**src/rtl/sdram_trk_pkg.sv**
```systemverilog
package sdram_trk_pkg;

  typedef enum logic [2:0] {
    OP_NOP = 3'd0,
    OP_MRS = 3'd1,
    OP_ACT = 3'd2,
    OP_RD  = 3'd3,
    OP_WR  = 3'd4,
    OP_PRE = 3'd5,
    OP_REF = 3'd6,
    OP_BAD = 3'd7
  } trk_op_e;

  localparam int SELF_CLR_BIT = 8;

  // Clock cycles of data transfer for a burst-length code (two beats per clock).
  function automatic logic [2:0] burst_cycles(input logic [2:0] code);
    case (code)
      3'd2:    return 3'd2;
      3'd3:    return 3'd4;
      default: return 3'd1;
    endcase
  endfunction

endpackage

```
**src/rtl/trk_decode.sv**
```systemverilog
module trk_decode
  import sdram_trk_pkg::*;
#(
  parameter int NUM_BANKS = 4,
  parameter int BANK_W    = 2
) (
  input  logic                 cmd_valid,
  input  logic [2:0]           cmd_op,
  input  logic [BANK_W-1:0]    cmd_bank,
  input  logic                 cmd_ap,
  input  logic [NUM_BANKS-1:0] bank_open,
  input  logic                 burst_busy,
  input  logic [BANK_W-1:0]    burst_bank,
  input  logic                 hold_active,
  output logic                 do_mrs,
  output logic                 do_act,
  output logic                 do_acc,
  output logic [NUM_BANKS-1:0] pre_mask,
  output logic                 e_seq,
  output logic                 e_mrs,
  output logic                 e_hold
);

  trk_op_e op;
  logic    sel_open;
  logic    any_open;

  assign op       = trk_op_e'(cmd_op);
  assign sel_open = bank_open[cmd_bank];
  assign any_open = |bank_open;

  always_comb begin
    do_mrs   = 1'b0;
    do_act   = 1'b0;
    do_acc   = 1'b0;
    pre_mask = '0;
    e_seq    = 1'b0;
    e_mrs    = 1'b0;
    e_hold   = 1'b0;
    if (cmd_valid && op != OP_NOP) begin
      if (hold_active) begin
        e_hold = 1'b1;
      end else begin
        case (op)
          OP_MRS: begin
            if (cmd_bank == '0) begin
              if (any_open || burst_busy) e_mrs  = 1'b1;
              else                        do_mrs = 1'b1;
            end
          end
          OP_ACT: begin
            if (sel_open) e_seq  = 1'b1;
            else          do_act = 1'b1;
          end
          OP_RD, OP_WR: begin
            if (!sel_open || burst_busy) e_seq  = 1'b1;
            else                         do_acc = 1'b1;
          end
          OP_PRE: begin
            if (cmd_ap) begin
              if (burst_busy) e_seq    = 1'b1;
              else            pre_mask = '1;
            end else if (burst_busy && burst_bank == cmd_bank) begin
              e_seq = 1'b1;
            end else begin
              pre_mask[cmd_bank] = 1'b1;
            end
          end
          OP_REF: begin
            if (any_open || burst_busy) e_seq = 1'b1;
          end
          default: e_seq = 1'b1;
        endcase
      end
    end
  end

endmodule

```
**src/rtl/trk_bank.sv**
```systemverilog
module trk_bank #(
  parameter int ROW_W = 13
) (
  input  logic             clk,
  input  logic             rst_n,
  input  logic             act,
  input  logic [ROW_W-1:0] row_in,
  input  logic             close,
  output logic             is_open,
  output logic [ROW_W-1:0] row_q
);

  always_ff @(posedge clk) begin
    if (!rst_n) begin
      is_open <= 1'b0;
      row_q   <= '0;
    end else if (close) begin
      is_open <= 1'b0;
    end else if (act) begin
      is_open <= 1'b1;
      row_q   <= row_in;
    end
  end

endmodule

```
**src/rtl/trk_burst.sv**
```systemverilog
module trk_burst #(
  parameter int COL_W  = 10,
  parameter int BANK_W = 2
) (
  input  logic              clk,
  input  logic              rst_n,
  input  logic              start,
  input  logic [2:0]        len_cyc,
  input  logic [BANK_W-1:0] bank_in,
  input  logic [COL_W-1:0]  col_in,
  input  logic              is_wr,
  input  logic              ap_in,
  output logic              busy,
  output logic [BANK_W-1:0] bank_q,
  output logic [COL_W-1:0]  col_q,
  output logic              wr_q,
  output logic              ap_close
);

  logic [2:0] cnt;
  logic       ap_q;

  assign busy     = (cnt != 3'd0);
  assign ap_close = (cnt == 3'd1) && ap_q;

  always_ff @(posedge clk) begin
    if (!rst_n) begin
      cnt    <= '0;
      ap_q   <= 1'b0;
      bank_q <= '0;
      col_q  <= '0;
      wr_q   <= 1'b0;
    end else if (start) begin
      cnt    <= len_cyc;
      ap_q   <= ap_in;
      bank_q <= bank_in;
      col_q  <= col_in;
      wr_q   <= is_wr;
    end else if (cnt != 3'd0) begin
      cnt <= cnt - 3'd1;
    end
  end

endmodule

```
**src/rtl/trk_mode.sv**
```systemverilog
module trk_mode
  import sdram_trk_pkg::*;
#(
  parameter int ROW_W  = 13,
  parameter int HOLD_W = 4
) (
  input  logic              clk,
  input  logic              rst_n,
  input  logic              wr,
  input  logic [ROW_W-1:0]  wdata,
  input  logic [HOLD_W-1:0] hold_len,
  output logic [ROW_W-1:0]  mode_q,
  output logic              hold_active
);

  logic [HOLD_W-1:0] hold_cnt;

  assign hold_active = (hold_cnt != '0);

  always_ff @(posedge clk) begin
    if (!rst_n) begin
      mode_q <= '0;
    end else if (wr) begin
      mode_q <= wdata;
    end else begin
      mode_q[SELF_CLR_BIT] <= 1'b0;
    end
  end

  always_ff @(posedge clk) begin
    if (!rst_n) begin
      hold_cnt <= '0;
    end else if (wr) begin
      hold_cnt <= hold_len;
    end else if (hold_cnt != '0) begin
      hold_cnt <= hold_cnt - 1'b1;
    end
  end

endmodule

```
**src/rtl/sdram_cmd_tracker.sv**
```systemverilog
module sdram_cmd_tracker
  import sdram_trk_pkg::*;
#(
  parameter int ROW_W     = 13,
  parameter int COL_W     = 10,
  parameter int NUM_BANKS = 4,
  parameter int HOLD_W    = 4,
  localparam int BANK_W   = $clog2(NUM_BANKS)
) (
  input  logic                       clk,
  input  logic                       rst_n,
  input  logic                       cmd_valid,
  input  logic [2:0]                 cmd_op,
  input  logic [BANK_W-1:0]          cmd_bank,
  input  logic [ROW_W-1:0]           cmd_addr,
  input  logic                       cmd_ap,
  input  logic [HOLD_W-1:0]          hold_cycles,
  output logic [NUM_BANKS-1:0]       bank_open,
  output logic [NUM_BANKS*ROW_W-1:0] open_rows,
  output logic [ROW_W-1:0]           mode_reg,
  output logic                       burst_busy,
  output logic [BANK_W-1:0]          burst_bank,
  output logic [COL_W-1:0]           burst_col,
  output logic                       burst_write,
  output logic                       err_seq,
  output logic                       err_mrs,
  output logic                       err_hold
);

  logic                 do_mrs, do_act, do_acc;
  logic [NUM_BANKS-1:0] pre_mask;
  logic                 e_seq, e_mrs, e_hold;
  logic                 hold_active;
  logic                 ap_close;

  trk_decode #(.NUM_BANKS(NUM_BANKS), .BANK_W(BANK_W)) u_decode (
    .cmd_valid  (cmd_valid),
    .cmd_op     (cmd_op),
    .cmd_bank   (cmd_bank),
    .cmd_ap     (cmd_ap),
    .bank_open  (bank_open),
    .burst_busy (burst_busy),
    .burst_bank (burst_bank),
    .hold_active(hold_active),
    .do_mrs     (do_mrs),
    .do_act     (do_act),
    .do_acc     (do_acc),
    .pre_mask   (pre_mask),
    .e_seq      (e_seq),
    .e_mrs      (e_mrs),
    .e_hold     (e_hold)
  );

  trk_mode #(.ROW_W(ROW_W), .HOLD_W(HOLD_W)) u_mode (
    .clk        (clk),
    .rst_n      (rst_n),
    .wr         (do_mrs),
    .wdata      (cmd_addr),
    .hold_len   (hold_cycles),
    .mode_q     (mode_reg),
    .hold_active(hold_active)
  );

  trk_burst #(.COL_W(COL_W), .BANK_W(BANK_W)) u_burst (
    .clk     (clk),
    .rst_n   (rst_n),
    .start   (do_acc),
    .len_cyc (burst_cycles(mode_reg[2:0])),
    .bank_in (cmd_bank),
    .col_in  (cmd_addr[COL_W-1:0]),
    .is_wr   (cmd_op == OP_WR),
    .ap_in   (cmd_ap),
    .busy    (burst_busy),
    .bank_q  (burst_bank),
    .col_q   (burst_col),
    .wr_q    (burst_write),
    .ap_close(ap_close)
  );

  for (genvar b = 0; b < NUM_BANKS; b++) begin : g_bank
    logic close_b;
    logic act_b;
    assign close_b = pre_mask[b] || (ap_close && burst_bank == BANK_W'(b));
    assign act_b   = do_act && cmd_bank == BANK_W'(b);
    trk_bank #(.ROW_W(ROW_W)) u_bank (
      .clk    (clk),
      .rst_n  (rst_n),
      .act    (act_b),
      .row_in (cmd_addr),
      .close  (close_b),
      .is_open(bank_open[b]),
      .row_q  (open_rows[b*ROW_W +: ROW_W])
    );
  end

  always_ff @(posedge clk) begin
    if (!rst_n) begin
      err_seq  <= 1'b0;
      err_mrs  <= 1'b0;
      err_hold <= 1'b0;
    end else begin
      err_seq  <= err_seq  | e_seq;
      err_mrs  <= err_mrs  | e_mrs;
      err_hold <= err_hold | e_hold;
    end
  end

endmodule

```
**config.mk**
```make
export PLATFORM = sky130hd
export DESIGN_NAME = sdram_cmd_tracker
export DESIGN_NICKNAME = d
export VERILOG_FILES = /design/src/rtl/sdram_trk_pkg.sv /design/src/rtl/trk_decode.sv /design/src/rtl/trk_bank.sv /design/src/rtl/trk_burst.sv /design/src/rtl/trk_mode.sv /design/src/rtl/sdram_cmd_tracker.sv
export SDC_FILE = /design/constraint.sdc
export NUM_CORES = 1
export LEC_CHECK = 0
export CORE_MARGIN = 2
export CORE_UTILIZATION = 45
export DETAILED_ROUTE_END_ITERATION = 10
export PLACE_DENSITY = 0.75
export SLEW_MARGIN = 20
export SYNTH_ARGS = -nofsm -noshare
export SYNTH_HDL_FRONTEND = slang
export SYNTH_SLANG_ARGS = --single-unit
```
**constraint.sdc**
```tcl
create_clock -name clk -period 2.1 [get_ports clk]
set_input_delay 0.315 -clock clk [delete_from_list [all_inputs] [get_ports clk]]
set_output_delay 0.315 -clock clk [all_outputs]
set_load 0.005 [all_outputs]
```
# Yosys cells after proc, flatten, opt, wreduce, memory -nomap -nowiden
# Index checks and enable logic that the tools add are counted.
# Widths: inputs -> output; s select.
[totals]
ff_bits = 93
inputBits = 26
output_inout_bits = 86
wordCells = 127
[op_classes]
add_sub_neg = 2
order_cmp = 2
n_eq_ne = 16
mux = 43
bitwise = 8
n_reduce_logical = 37
[op_table]
columns = ["cell", "n"]
rows = [
  ["$mux 4", 8],
  ["$mux 1", 29],
  ["$eq 3x2->1 const B", 4],
  ["$logic_and 1x1->1", 12],
  ["$reduce_and 2->1", 5],
  ["$reduce_or 2->1", 5],
  ["$eq 3x3->1 const B", 3],
  ["$eq 2x2->1 const B", 4],
  ["$eq 3x1->1 const B", 2],
  ["$logic_or 1x1->1", 6],
  ["$mux 3", 2],
  ["$pmux 3 s2", 1],
  ["$reduce_bool 3->1", 2],
  ["$not 1->1", 5],
  ["$pmux 1 s5", 1],
  ["$eq 2x1->1 const B", 2],
  ["$logic_not 2->1", 2],
  ["$reduce_bool 2->1", 2],
  ["$reduce_bool 4->1", 1],
  ["$reduce_or 4->1", 1],
  ["$sub 4x1->4 const B", 1],
  ["$lt 2x3->1 const B", 1],
  ["$or 1x1->1", 3],
  ["$sub 3x1->3 const B", 1],
  ["other kinds (5)", 5],
]

# Logic depth before layout (Yosys ltp)
# Gate-level depths: netlist (run 1).
[depth]
depth_word = 12
mapped_depth = 8
mapped_depth_nobuf = 7

# By module
# A second synthesis (run 1) with hierarchy kept.
[hier_totals]
cells_unflattened = 455
area_unflattened_um2 = 4280.4
[modules_own_cells]
columns = ["module", "n_inst", "cells_each", "area_each_um2", "seq_area_each_um2"]
rows = [
  ["trk_bank", 4, 61, 581.8, 280.3],
  ["trk_burst", 1, 68, 733.2, 340.3],
  ["trk_mode", 1, 70, 724.4, 340.3],
  ["trk_decode", 1, 50, 306.5, 0.0],
  ["sdram_cmd_tracker", 1, 23, 188.9, 60.1],
]

# Least setup slack after synthesis (run 1)
# Ideal clock, no wire load.
[synth_timing]
kind = "register to register"
start = "register u_mode.hold_cnt[0]"
end = "register g_bank[0].u_bank.row_q[8]"
setup_ns = 0.072
arrival_time_ns = 1.755
t_required_ns = 2.028
path_slack_ns = 0.273
stages_incl_launch_ff = 9
n_path_buf = 2
synth_period_minus_slack_ns = 1.827
path_cell_list = "dfxtp_1 inv_1 ha_1 nand4bb_1 nor3_2 and3b_1 buf_2 buf_6 mux2i_1"
[synth_via]
elab_chain_len = 6
word_cells_on_any_way = 9
classes_between = "4 x mux; 1 x bitwise; 4 x reduce/logical"
[synth_rtl]
columns = ["item", "line", "source"]
rows = [
  ["start, declared", "trk_mode.sv:16", "logic [HOLD_W-1:0] hold_cnt;"],
  ["start signal, assigned", "trk_mode.sv:34", "hold_cnt <= hold_len;"],
  ["start signal, assigned", "trk_mode.sv:36", "hold_cnt <= hold_cnt - 1'b1;"],
  ["$reduce_bool 4->1 (*)", "trk_mode.sv:18", "assign hold_active = (hold_cnt != '0);"],
  ["$mux 4", "trk_decode.sv:41", "if (hold_active) begin"],
  ["$mux 4", "trk_decode.sv:40", "if (cmd_valid && op != OP_NOP) begin"],
  ["$logic_or 1x1->1", "sdram_cmd_tracker.sv:83", "assign close_b = pre_mask[b] || (ap_close && burst_bank == BANK_W'(b));"],
  ["$not 1->1 (no line)", "--", ""],
  ["$reduce_and 2->1 (no line) (*)", "--", ""],
  ["end signal, assigned", "trk_bank.sv:21", "row_q <= row_in;"],
  ["end, declared", "trk_bank.sv:10", "output logic [ROW_W-1:0] row_q"],
]
# Mark *: on every way between the ends. The rest lies on a longest branch, timed or not.
# A chain may end at the register's enable or synchronous reset.

# Final worst setup path (run 1)
[layout_timing]
start = "register u_mode.hold_cnt[0]"
end = "register g_bank[1].u_bank.row_q[5]"
[layout_via]
elab_chain_len = 6
word_cells_on_any_way = 9
classes_between = "4 x mux; 1 x bitwise; 4 x reduce/logical"
[layout_rtl]
columns = ["item", "line"]
rows = [
  ["$reduce_bool 4->1 (*)", "trk_mode.sv:18"],
  ["$mux 4", "trk_decode.sv:41"],
  ["$mux 4", "trk_decode.sv:40"],
  ["$logic_or 1x1->1", "sdram_cmd_tracker.sv:83"],
  ["$not 1->1 (no line)", "--"],
  ["$reduce_and 2->1 (no line) (*)", "--"],
  ["end signal, assigned", "trk_bank.sv:21"],
  ["end, declared", "trk_bank.sv:10"],
]
# Marked as above.

==> impl_metrics.json, run 1 <==
{
  "status": "completed",
  "cts_buffer_depth": 2,
  "fin_cells": 659,
  "start_util_pct": 47.0,
  "grt_first_pass_wirelength_um": 17600,
  "grt_use_met2_pct": 35.9,
  "cp_slowest_cell": "dfxtp_1",
  "fin_setup_tns_ps": 0,
  "dieHeight_um": 99.9,
  "use_met3_pct": 6.89,
  "coreArea_sq_mm": 0.00881,
  "cp_cell_sequence": "inv_1 -> ha_1 -> nand4bb_1 -> buf_4 -> nor4_2 -> and2b_1 -> buf_12 -> mux2i_1",
  "drc": 0,
  "h-tree-depth": 3,
  "dr.pass1.iters": 4,
  "synth_cell_types": 55,
  "grt_overflow_total": 0,
  "routed_wl_um": 10900,
  "r2r-start": "u_mode.hold_cnt[0]",
  "cts_inserted_buffers": 9,
  "layout-drive-gt1-share_pct": 10.5,
  "mostFrequentLayoutCells": "109 x clkdlybuf4s50_1, 92 x nand2_1, 92 x dfxtp_1, 66 x mux2i_1, 21 x buf_4",
  "ir_worst_vdd_mv": 0.519,
  "dp.cells": 642,
  "dieArea_sq_mm": 0.00998,
  "cp_max_fo": 13,
  "rows": 34,
  "areaGrowthSynthToFinish_pct": 35.3,
  "r2r_cells": 8,
  "hold_start": "g_bank[1].u_bank.row_q[2]",
  "r2r-end": "g_bank[1].u_bank.row_q[5]",
  "synth-edff-count": 0,
  "antenna_found_initial": 0,
  "drt-initial-drc-count": 131,
  "fmax_mhz": 517,
  "endpoint": "g_bank[1].u_bank.row_q[5]",
  "crit_type": "reg -> reg",
  "grt_setup_unrepaired": "false",
  "fp.dieW_um": 99.9,
  "hold_slack_ps": 463,
  "finalSetupViolCount": 0,
  "gp_congestion": 0.911,
  "vias": 3521,
  "cts_tree": "done",
  "ant_nets": 0,
  "cp.required_ps": 2380,
  "wl_per_cell_um": 16.5,
  "tightest_slew_ps": 572,
  "cts_sinks": 93,
  "async_flop_share_pct": 0,
  "finalHoldViolCount": 0,
  "ys_seq_area_share_pct": 45.0,
  "grt_pass1_vias": 3576,
  "busiest_layer": "met2",
  "drv_slew": 0,
  "synth-seq-cells": 93,
  "r2r_slack_ps": 160,
  "path_clk_slew_ps": 100,
  "routed_via_density": 5.34,
  "cp-start-kind": "flop",
  "period_minus_slack_ps": 1940,
  "fin_crit_sh_pct": 92.2,
  "worstSetupStartpoint": "u_mode.hold_cnt[0]",
  "yosysWarningCount": 0,
  "grt_usage_pct": 22.1,
  "clock_skew_ps": 11.6,
  "clock_latency_ps": 350,
  "diodes": 0,
  "syn_area_sq_mm": 0.00414,
  "post-route-util_pct": 63.6,
  "nets": 577,
  "p_leak_uw": 0.00224,
  "place.port_buffers": 111,
  "p_per_area_mw_per_mm2": 744,
  "min_path_type": "reg -> reg",
  "syn_inst": 436,
  "grt_max_degree": 62,
  "maxSlewHeadroom_pct": 61.8,
  "syn_area_per_cell_sq_um": 9.49,
  "drv_cap": 0,
  "arrival_ps": 2220,
  "hpwl_um": 7890,
  "cts-root-buf": "clkbuf_8",
  "n_fill_cell": 715,
  "ios": 112,
  "ys.flop_type": "dfxtp_1",
  "final_common_cell": "clkdlybuf4s50_1",
  "grt.met1_usage_pct": 28.6,
  "max_stage_delay_ps": 320,
  "syn-num-nets": 467,
  "worstSetupEndpointType": "flop"
}
[Yosys cell counts, drive strengths merged (3+ instances only)]
| cell | number | area, sq um |
|---|---|---|
| nor3 | 7 | 40.0 |
| o21ai | 19 | 103 |
| xor2 | 3 | 26.3 |
| clkbuf | 20 | 75.1 |
| a21boi | 16 | 120 |
| buf | 18 | 166 |
| nand2 | 92 | 345 |
| mux2i | 66 | 661 |
| o211ai | 3 | 36.3 |
| nor4 | 4 | 61.3 |
| ha | 5 | 62.6 |
| a21oi | 7 | 35.0 |
| nand3 | 17 | 85.1 |
| dfxtp | 93 | 1860 |
| nor3b | 3 | 22.5 |
| o31ai | 3 | 22.5 |
| nor2b | 5 | 31.3 |
| nand2b | 4 | 25.0 |
| nor2 | 7 | 26.3 |
| inv | 10 | 37.5 |
| o21bai | 3 | 22.5 |
[through the flow]
step / worst slack, ps / power, uW / instance area (sq um)
finish: 165 / 4170 / 5600
floorplan: 273 / 2630 / 4140
CTS: 11.2 / 4190 / 5600
global route: 4.68 / 4370 / 5600
detailed placement: -109 / 3040 / 5400
global placement: -47.2 / 3000 / 5400
[critical path, delay by kind of cell (launching register included)]
kind | cells | cell delay [ps]
AND/OR/NAND/NOR | 3 | 660
buffers and inverters | 3 | 470
flip-flops | 1 | 320
adder cells (fa/ha/maj) | 1 | 230
multiplexers | 1 | 180
[sequential cells by signal (all words and copies together), names as in the netlist]
signal	cells
g_bank.u_bank.is_open	4
u_mode.hold_cnt	4
u_burst.wr_q	1
err_hold	1
err_seq	1
u_burst.bank_q	2
u_mode.mode_q	13
g_bank.u_bank.row_q	52
u_burst.col_q	10
u_burst.cnt	3
err_mrs	1
u_burst.ap_q	1
[final cells by class]
class	count	area, sq um	area share (%)
multi-input combinational	295	2000	35.7
sequential	93	1860	33.3
timing repair buffer	137	1380	24.7
tap	108	135	2.41
clock buffer	10	128	2.28
clock inverter	6	56.3	1.01
inverter	10	37.5	0.670
[layer usage]
layer | up-vias | wire [um]
li1 | 1708 | -
met1 | 1695 | 4770
met2 | 103 | 5140
met3 | 15 | 802
met4 | 0 | 175
met5 | - | 0
[worst min path at each step]
stage,end,cells past startpoint
5_1_grt,g_bank[1].u_bank.row_q[2],2
2_1_floorplan,u_burst.ap_q,2
6_report,g_bank[1].u_bank.row_q[2],2
3_5_place_dp,g_bank[0].u_bank.row_q[9],2
4_1_cts,g_bank[1].u_bank.row_q[6],3
3_3_place_gp,g_bank[1].u_bank.row_q[5],2
[cell families (layout without fill, tap and decap cells)]
kind of cell	Yosys count	after routing	share of synthesized area, %
AOI/OAI and AO/OA	60	60	9.98
xor gates and xnor gates	4	4	0.847
adders and majority gates	5	5	1.51
buffers and inverters	48	163	6.74
DFF	93	93	45.0
muxes	69	69	17.1
and+or+nand+nor	157	157	18.9
[repair_timing]
action | CTS | global route
cloned | 0 | 0
endpoints found under the setup margin | 1 | 1
buffers inserted | 1 | 0
resized for setup | 3 | 1
hold endpoints to repair | 0 | 0
hold buffers | 0 | 0
[power breakdown]
group | internal [uW] | switching (uW)
logic | 501 | 642
clock network | 454 | 663
registers | 1850 | 62.5
Power figures use the tool's default switching activity.
==> inputs of run 2 (changes only) <==
CAP_MARGIN = 20   (was not set)
CORE_UTILIZATION = 48   (was 45)
PLACE_DENSITY = 0.8   (was 0.75)
==> run 2 against run 1 <==
Net effect:
- combinational power shrank 4%
- fmax increased by 1.5%
- power shrank 1.3%
- clock-buffer cell count is the same
- non-clock buffer count shrank 4
- first-iteration DRC count up 85%
==> impl_metrics.json, run 2 (synthesis results as in run 1) <==
{
  "status": "completed",
  "drt-initial-drc-count": 243,
  "cts_inserted_buffers": 9,
  "grt_setup_unrepaired": "false",
  "cp-start-kind": "input pin",
  "path_clk_slew_ps": 90,
  "areaGrowthSynthToFinish_pct": 34.8,
  "worst_slack_ps": 193,
  "min_path_type": "reg -> reg",
  "cts_buffer_depth": 2,
  "grt_overflow_total": 0,
  "dieArea_sq_mm": 0.00938,
  "diodes": 0,
  "tightest_slew_ps": 493,
  "dpl_cell_area_sq_mm": 0.00537,
  "grt_max_degree": 110,
  "cts_sinks": 93,
  "start_util_pct": 49.9,
  "grt_first_pass_wirelength_um": 17800,
  "antenna_found_initial": 0,
  "drv_cap": 0,
  "ir_worst_vdd_mv": 0.418,
  "wl_per_cell_um": 16.5,
  "cts-root-buf": "clkbuf_8",
  "largest_reg_flops": 52,
  "clock_latency_ps": 350,
  "place.port_buffers": 111,
  "drv_slew": 0,
  "hpwl_um": 7730,
  "gp_congestion": 0.871,
  "coreArea_sq_mm": 0.00830,
  "finalHoldViolCount": 0,
  "post-place-ws_ps": -123,
  "fmax_mhz": 524,
  "maxSlewHeadroom_pct": 67.1,
  "h-tree-depth": 3,
  "period_minus_slack_ps": 1910,
  "post-route-cell-area_sq_mm": 0.00558,
  "regMostFlops": "g_bank.u_bank.row_q",
  "p_leak_uw": 0.00222,
  "dieHeight_um": 96.8,
  "clock_skew_ps": 10.4,
  "drc": 0,
  "dr.pass1.iters": 4,
  "vias": 3519,
  "cp.required_ps": 2370,
  "routed_via_density": 5.40,
  "mostFrequentLayoutCells": "109 x clkdlybuf4s50_1, 92 x nand2_1, 91 x dfxtp_1, 66 x mux2i_1",
  "hold_slack_ps": 462,
  "routed_wl_um": 10800,
  "grt_usage_pct": 23.0,
  "final_common_cell": "clkdlybuf4s50_1",
  "arrival_ps": 2170,
  "finalSetupViolCount": 0,
  "hold_path_depth": 2,
  "nets": 573,
  "cp_max_fo": 14,
  "ios": 112,
  "rows": 33,
  "grt_pass1_vias": 3639,
  "fp.dieW_um": 96.8,
  "crit_type": "in -> reg",
  "worstSetupEndpointType": "flop",
  "fin_crit_sh_pct": 90.8,
  "cts_tree": "done",
  "n_fill_cell": 654,
  "layout-drive-gt1-share_pct": 10.2,
  "reg.largest.list": "g_bank.u_bank.row_q: 52 flops, u_mode.mode_q: 13 flops, u_burst.col_q: 10 flops",
  "p_per_area_mw_per_mm2": 738,
  "ant_nets": 0,
  "cts_hold_repair.buffers": 0,
  "r2r_cells": 7
}
-- run 2: layout make-up --
type / instances / area [sq um] / share of cell area, %
multi-input combinational: 295 / 2000 / 35.8
sequential: 93 / 1860 / 33.4
timing repair buffer: 133 / 1360 / 24.4
clock buffer: 10 / 138 / 2.47
tap: 105 / 131 / 2.36
clock inverter: 6 / 46.3 / 0.830
inverter: 10 / 37.5 / 0.673
-- run 2: layer usage --
layer  global-route usage, %  share of wire, %  wire (um)
met3                    6.00               5.5        596
met4                    5.42               1.2        125
met5                       0                 0          0
met1                    30.1                45       4860
met2                    38.1                48       5190
-- run 2: critical path, stage by stage --
cell and delay (ps):
clkdlybuf4s50_1 550, mux4_2 600, o211ai_4 100, or2_1 200
buf_12 180, mux2i_1 210
-- run 2: final timing paths --
check / startpoint / endpoint / slack (ps)
hold reg to reg: g_bank[0].u_bank.row_q[7] / g_bank[0].u_bank.row_q[7] / 460
setup reg to reg: u_mode.hold_cnt[0] / u_burst.cnt[2] / 220
setup / recovery: cmd_bank[1] / u_burst.col_q[9] / 190
hold / removal: g_bank[0].u_bank.row_q[7] / g_bank[0].u_bank.row_q[7] / 460
-- run 2: where the power goes --
group | switching (uW) | leakage [uW] | internal, uW
combinational | 620 | 0.00138 | 478
sequential | 62.3 | 0.000751 | 1850
clock | 633 | 0.0000946 | 473
-- run 2: timing repair --
action | in CTS | in global routing
endpoints found under the setup margin | 1 | 4
gates resized for setup | 2 | 3
buffers inserted | 0 | 2
-- run 2: per-stage QoR --
| step | setup TNS (ps) | instances | util [%] | power, uW |
|---|---|---|---|---|
| CTS | 0 | 650 | 67.0 | 4090 |
| detailed placement | -2610 | 634 | 64.7 | 2980 |
| finish | 0 | 652 | 67.2 | 4110 |
| global placement | -923 | 634 | 64.7 | 2930 |
| global route | 0 | 652 | 67.2 | 4330 |
| floorplan | 0 | 436 | - | 2630 |
==> inputs of run 3 (changes only) <==
ABC_AREA = 1   (was not set)
CORE_UTILIZATION = 49   (was 48)
==> run 3 against run 2 <==
Net effect:
- sequential power about the same
- flip-flop and latch count unchanged
- clock skew increased by 2.2 ps
==> impl_metrics.json, run 3 <==
{
  "syn-num-nets": 677,
  "combPwrFrac_pct": 27.2,
  "cts-root-buf": "clkbuf_8",
  "ios": 112,
  "synthTopCellsByCount": "155 x nand2_1, 123 x nor2_1, 93 x dfxtp_1",
  "grt_first_pass_wirelength_um": 18600,
  "synth.most_common_cell": "nand2_1",
  "cp.required_ps": 1780,
  "cts_buffer_depth": 2,
  "ys_top_cells_by_area": "dfxtp_1 43%, nand2_1 13%, nor2_1 11%",
  "rows": 34,
  "finalSetupViolCount": 0,
  "drv_cap": 0,
  "dieArea_sq_mm": 0.00970,
  "min_path_type": "in -> reg",
  "crit_type": "reg -> out",
  "grt_usage_pct": 23.6,
  "reg.largest.list": "g_bank.u_bank.row_q: 52 flops, u_mode.mode_q: 13 flops, u_burst.col_q: 10 flops",
  "syn_area_per_cell_sq_um": 6.77,
  "post-route-cell-area_sq_mm": 0.00585,
  "worstSetupEndpointType": "primary output",
  "path_clk_slew_ps": 90,
  "grt_max_degree": 82,
  "drt-initial-drc-count": 268,
  "coreArea_sq_mm": 0.00868,
  "place.port_buffers": 111,
  "ys.flop_type": "dfxtp_1",
  "tightest_slew_ps": 364,
  "cts.repair.resized": 0,
  "fin_cells": 868,
  "start_util_pct": 50.4,
  "grt_setup_unrepaired": "false",
  "cp-start-kind": "flop",
  "ir_worst_vdd_mv": 0.363,
  "drc": 0,
  "pwr-share-clk_pct": 25.7,
  "routed_wl_um": 11200,
  "syn_area_sq_mm": 0.00438,
  "drv_slew": 0,
  "post-route-util_pct": 67.5,
  "diodes": 0,
  "n_fill_cell": 766,
  "largest_reg_flops": 52,
  "synth-edff-count": 0,
  "dr.pass1.iters": 4,
  "areaGrowthSynthToFinish_pct": 33.8,
  "nets": 787,
  "grt_pass1_vias": 3931,
  "seq_power_share_pct": 47.1,
  "vias": 4226,
  "synth_top_area_share_pct": 42.6,
  "cts_hold_repair.buffers": 0,
  "arrival_ps": 1640,
  "routed_via_density": 4.87,
  "dieHeight_um": 98.5,
  "cts_tree": "done",
  "hold_slack_ps": 290,
  "cp_max_fo": 5,
  "synth-seq-cells": 93,
  "p_per_area_mw_per_mm2": 697,
  "hold_start": "rst_n",
  "clock_latency_ps": 350,
  "p_leak_uw": 0.00259,
  "regMostFlops": "g_bank.u_bank.row_q",
  "dpl_cell_area_sq_mm": 0.00568,
  "grt_overflow_total": 0,
  "gp_congestion": 0.878,
  "synth_cell_types": 32,
  "fin_crit_sh_pct": 93.2,
  "dp.cells": 853,
  "fmax_mhz": 511,
  "layout-drive-gt1-share_pct": 11.4,
  "cts_sinks": 93,
  "fin_setup_tns_ps": 0,
  "hpwl_um": 8390,
  "maxSlewHeadroom_pct": 75.6,
  "antenna_found_initial": 0,
  "h-tree-depth": 3,
  "status": "completed",
  "p_sw_uw": 1330,
  "yosysWarningCount": 0,
  "finalHoldViolCount": 0,
  "wl_per_cell_um": 12.9,
  "ys_seq_area_share_pct": 42.6,
  "final_common_cell": "nand2_1",
  "cts_inserted_buffers": 9,
  "cts_setup_buffers": 0,
  "swShare_pct": 32.5,
  "synth_top_cell_by_area": "dfxtp_1",
  "ant_nets": 0,
  "async_flop_share_pct": 0,
  "syn_inst": 646,
  "power.internal_uw": 2750,
  "worstSetupStartpoint": "u_burst.cnt[0]",
  "r2r-start": "u_mode.hold_cnt[0]",
  "period_minus_slack_ps": 1960,
  "fp.dieW_um": 98.5,
  "mostFrequentLayoutCells": "154 x nand2_1, 123 x nor2_1, 110 x clkdlybuf4s50_1, 92 x dfxtp_1, 79 x inv_1",
  "clock_skew_ps": 12.6
}
## run 3: cell count changes in the layout (fill, tap and decap cells not counted), sizes merged, moves of 4 or more
cell    before  now
a21boi      16    0
a21oi        7   20
inv         12  108
mux2i       66    0
nand2       92  157
nand2b       4    0
nand3       17   23
nand4        2   28
nor2         7  132
nor2b        5    0
nor4         4    0
o21ai       19   32
## run 3: cell type report
cell class | instances | area (sq um) | area share, %
timing repair buffer | 131 | 1360 | 23.2
clock inverter | 6 | 40.0 | 0.684
sequential | 93 | 1860 | 31.8
tap | 108 | 135 | 2.31
clock buffer | 9 | 124 | 2.12
inverter | 107 | 402 | 6.86
multi-input combinational | 414 | 1930 | 33.0
## run 3: kinds of logic after synthesis
kind of cell	synth area share, %
compound gates	6.61
xor+xnor	1.00
fa+ha+maj	1.43
buf+inv	13.5
flops	42.6
simple gates	34.9
## run 3: path summary, 6_finish.rpt
path	endpoint	slack (ps)	depth (start not counted)
max reg2reg	g_bank[3].u_bank.row_q[11]	180	10
min	err_hold	290	2
min reg2reg	err_seq	460	2
max	burst_busy	140	4
## run 3: worst max-delay path, cell delays in order, from the launching register on
cell             delay, ps
dfxtp_2                350
inv_1                   70
ha_1                   220
nand2_2                130
clkdlybuf4s50_1        520
## run 3: through the flow
step	power (uW)	worst slack, ps
floorplan	2660	409
detailed placement	3040	-142
finish	4080	143
CTS	4080	42.0
global route	4320	5.75
global placement	2990	-42.2
## run 3: power by group through the flow
stage / combinational, uW / sequential (uW) / clock, uW
after CTS: 1090 / 1920 / 1080
final: 1110 / 1920 / 1050
after floorplan: 710 / 1950 / 0
after global routing: 1230 / 1930 / 1150
after detailed placement: 1080 / 1960 / 0
after global placement: 1030 / 1960 / 0
## run 3: metal layers
layer  vias to the layer above  share of wire (%)  global-route usage (%)
met5                         -                  0                       0
li1                       2178                  -                       -
met4                         0                2.2                    7.69
met1                      1905                 45                    31.6
met3                        15                6.3                    5.53
met2                       128                 47                    37.8
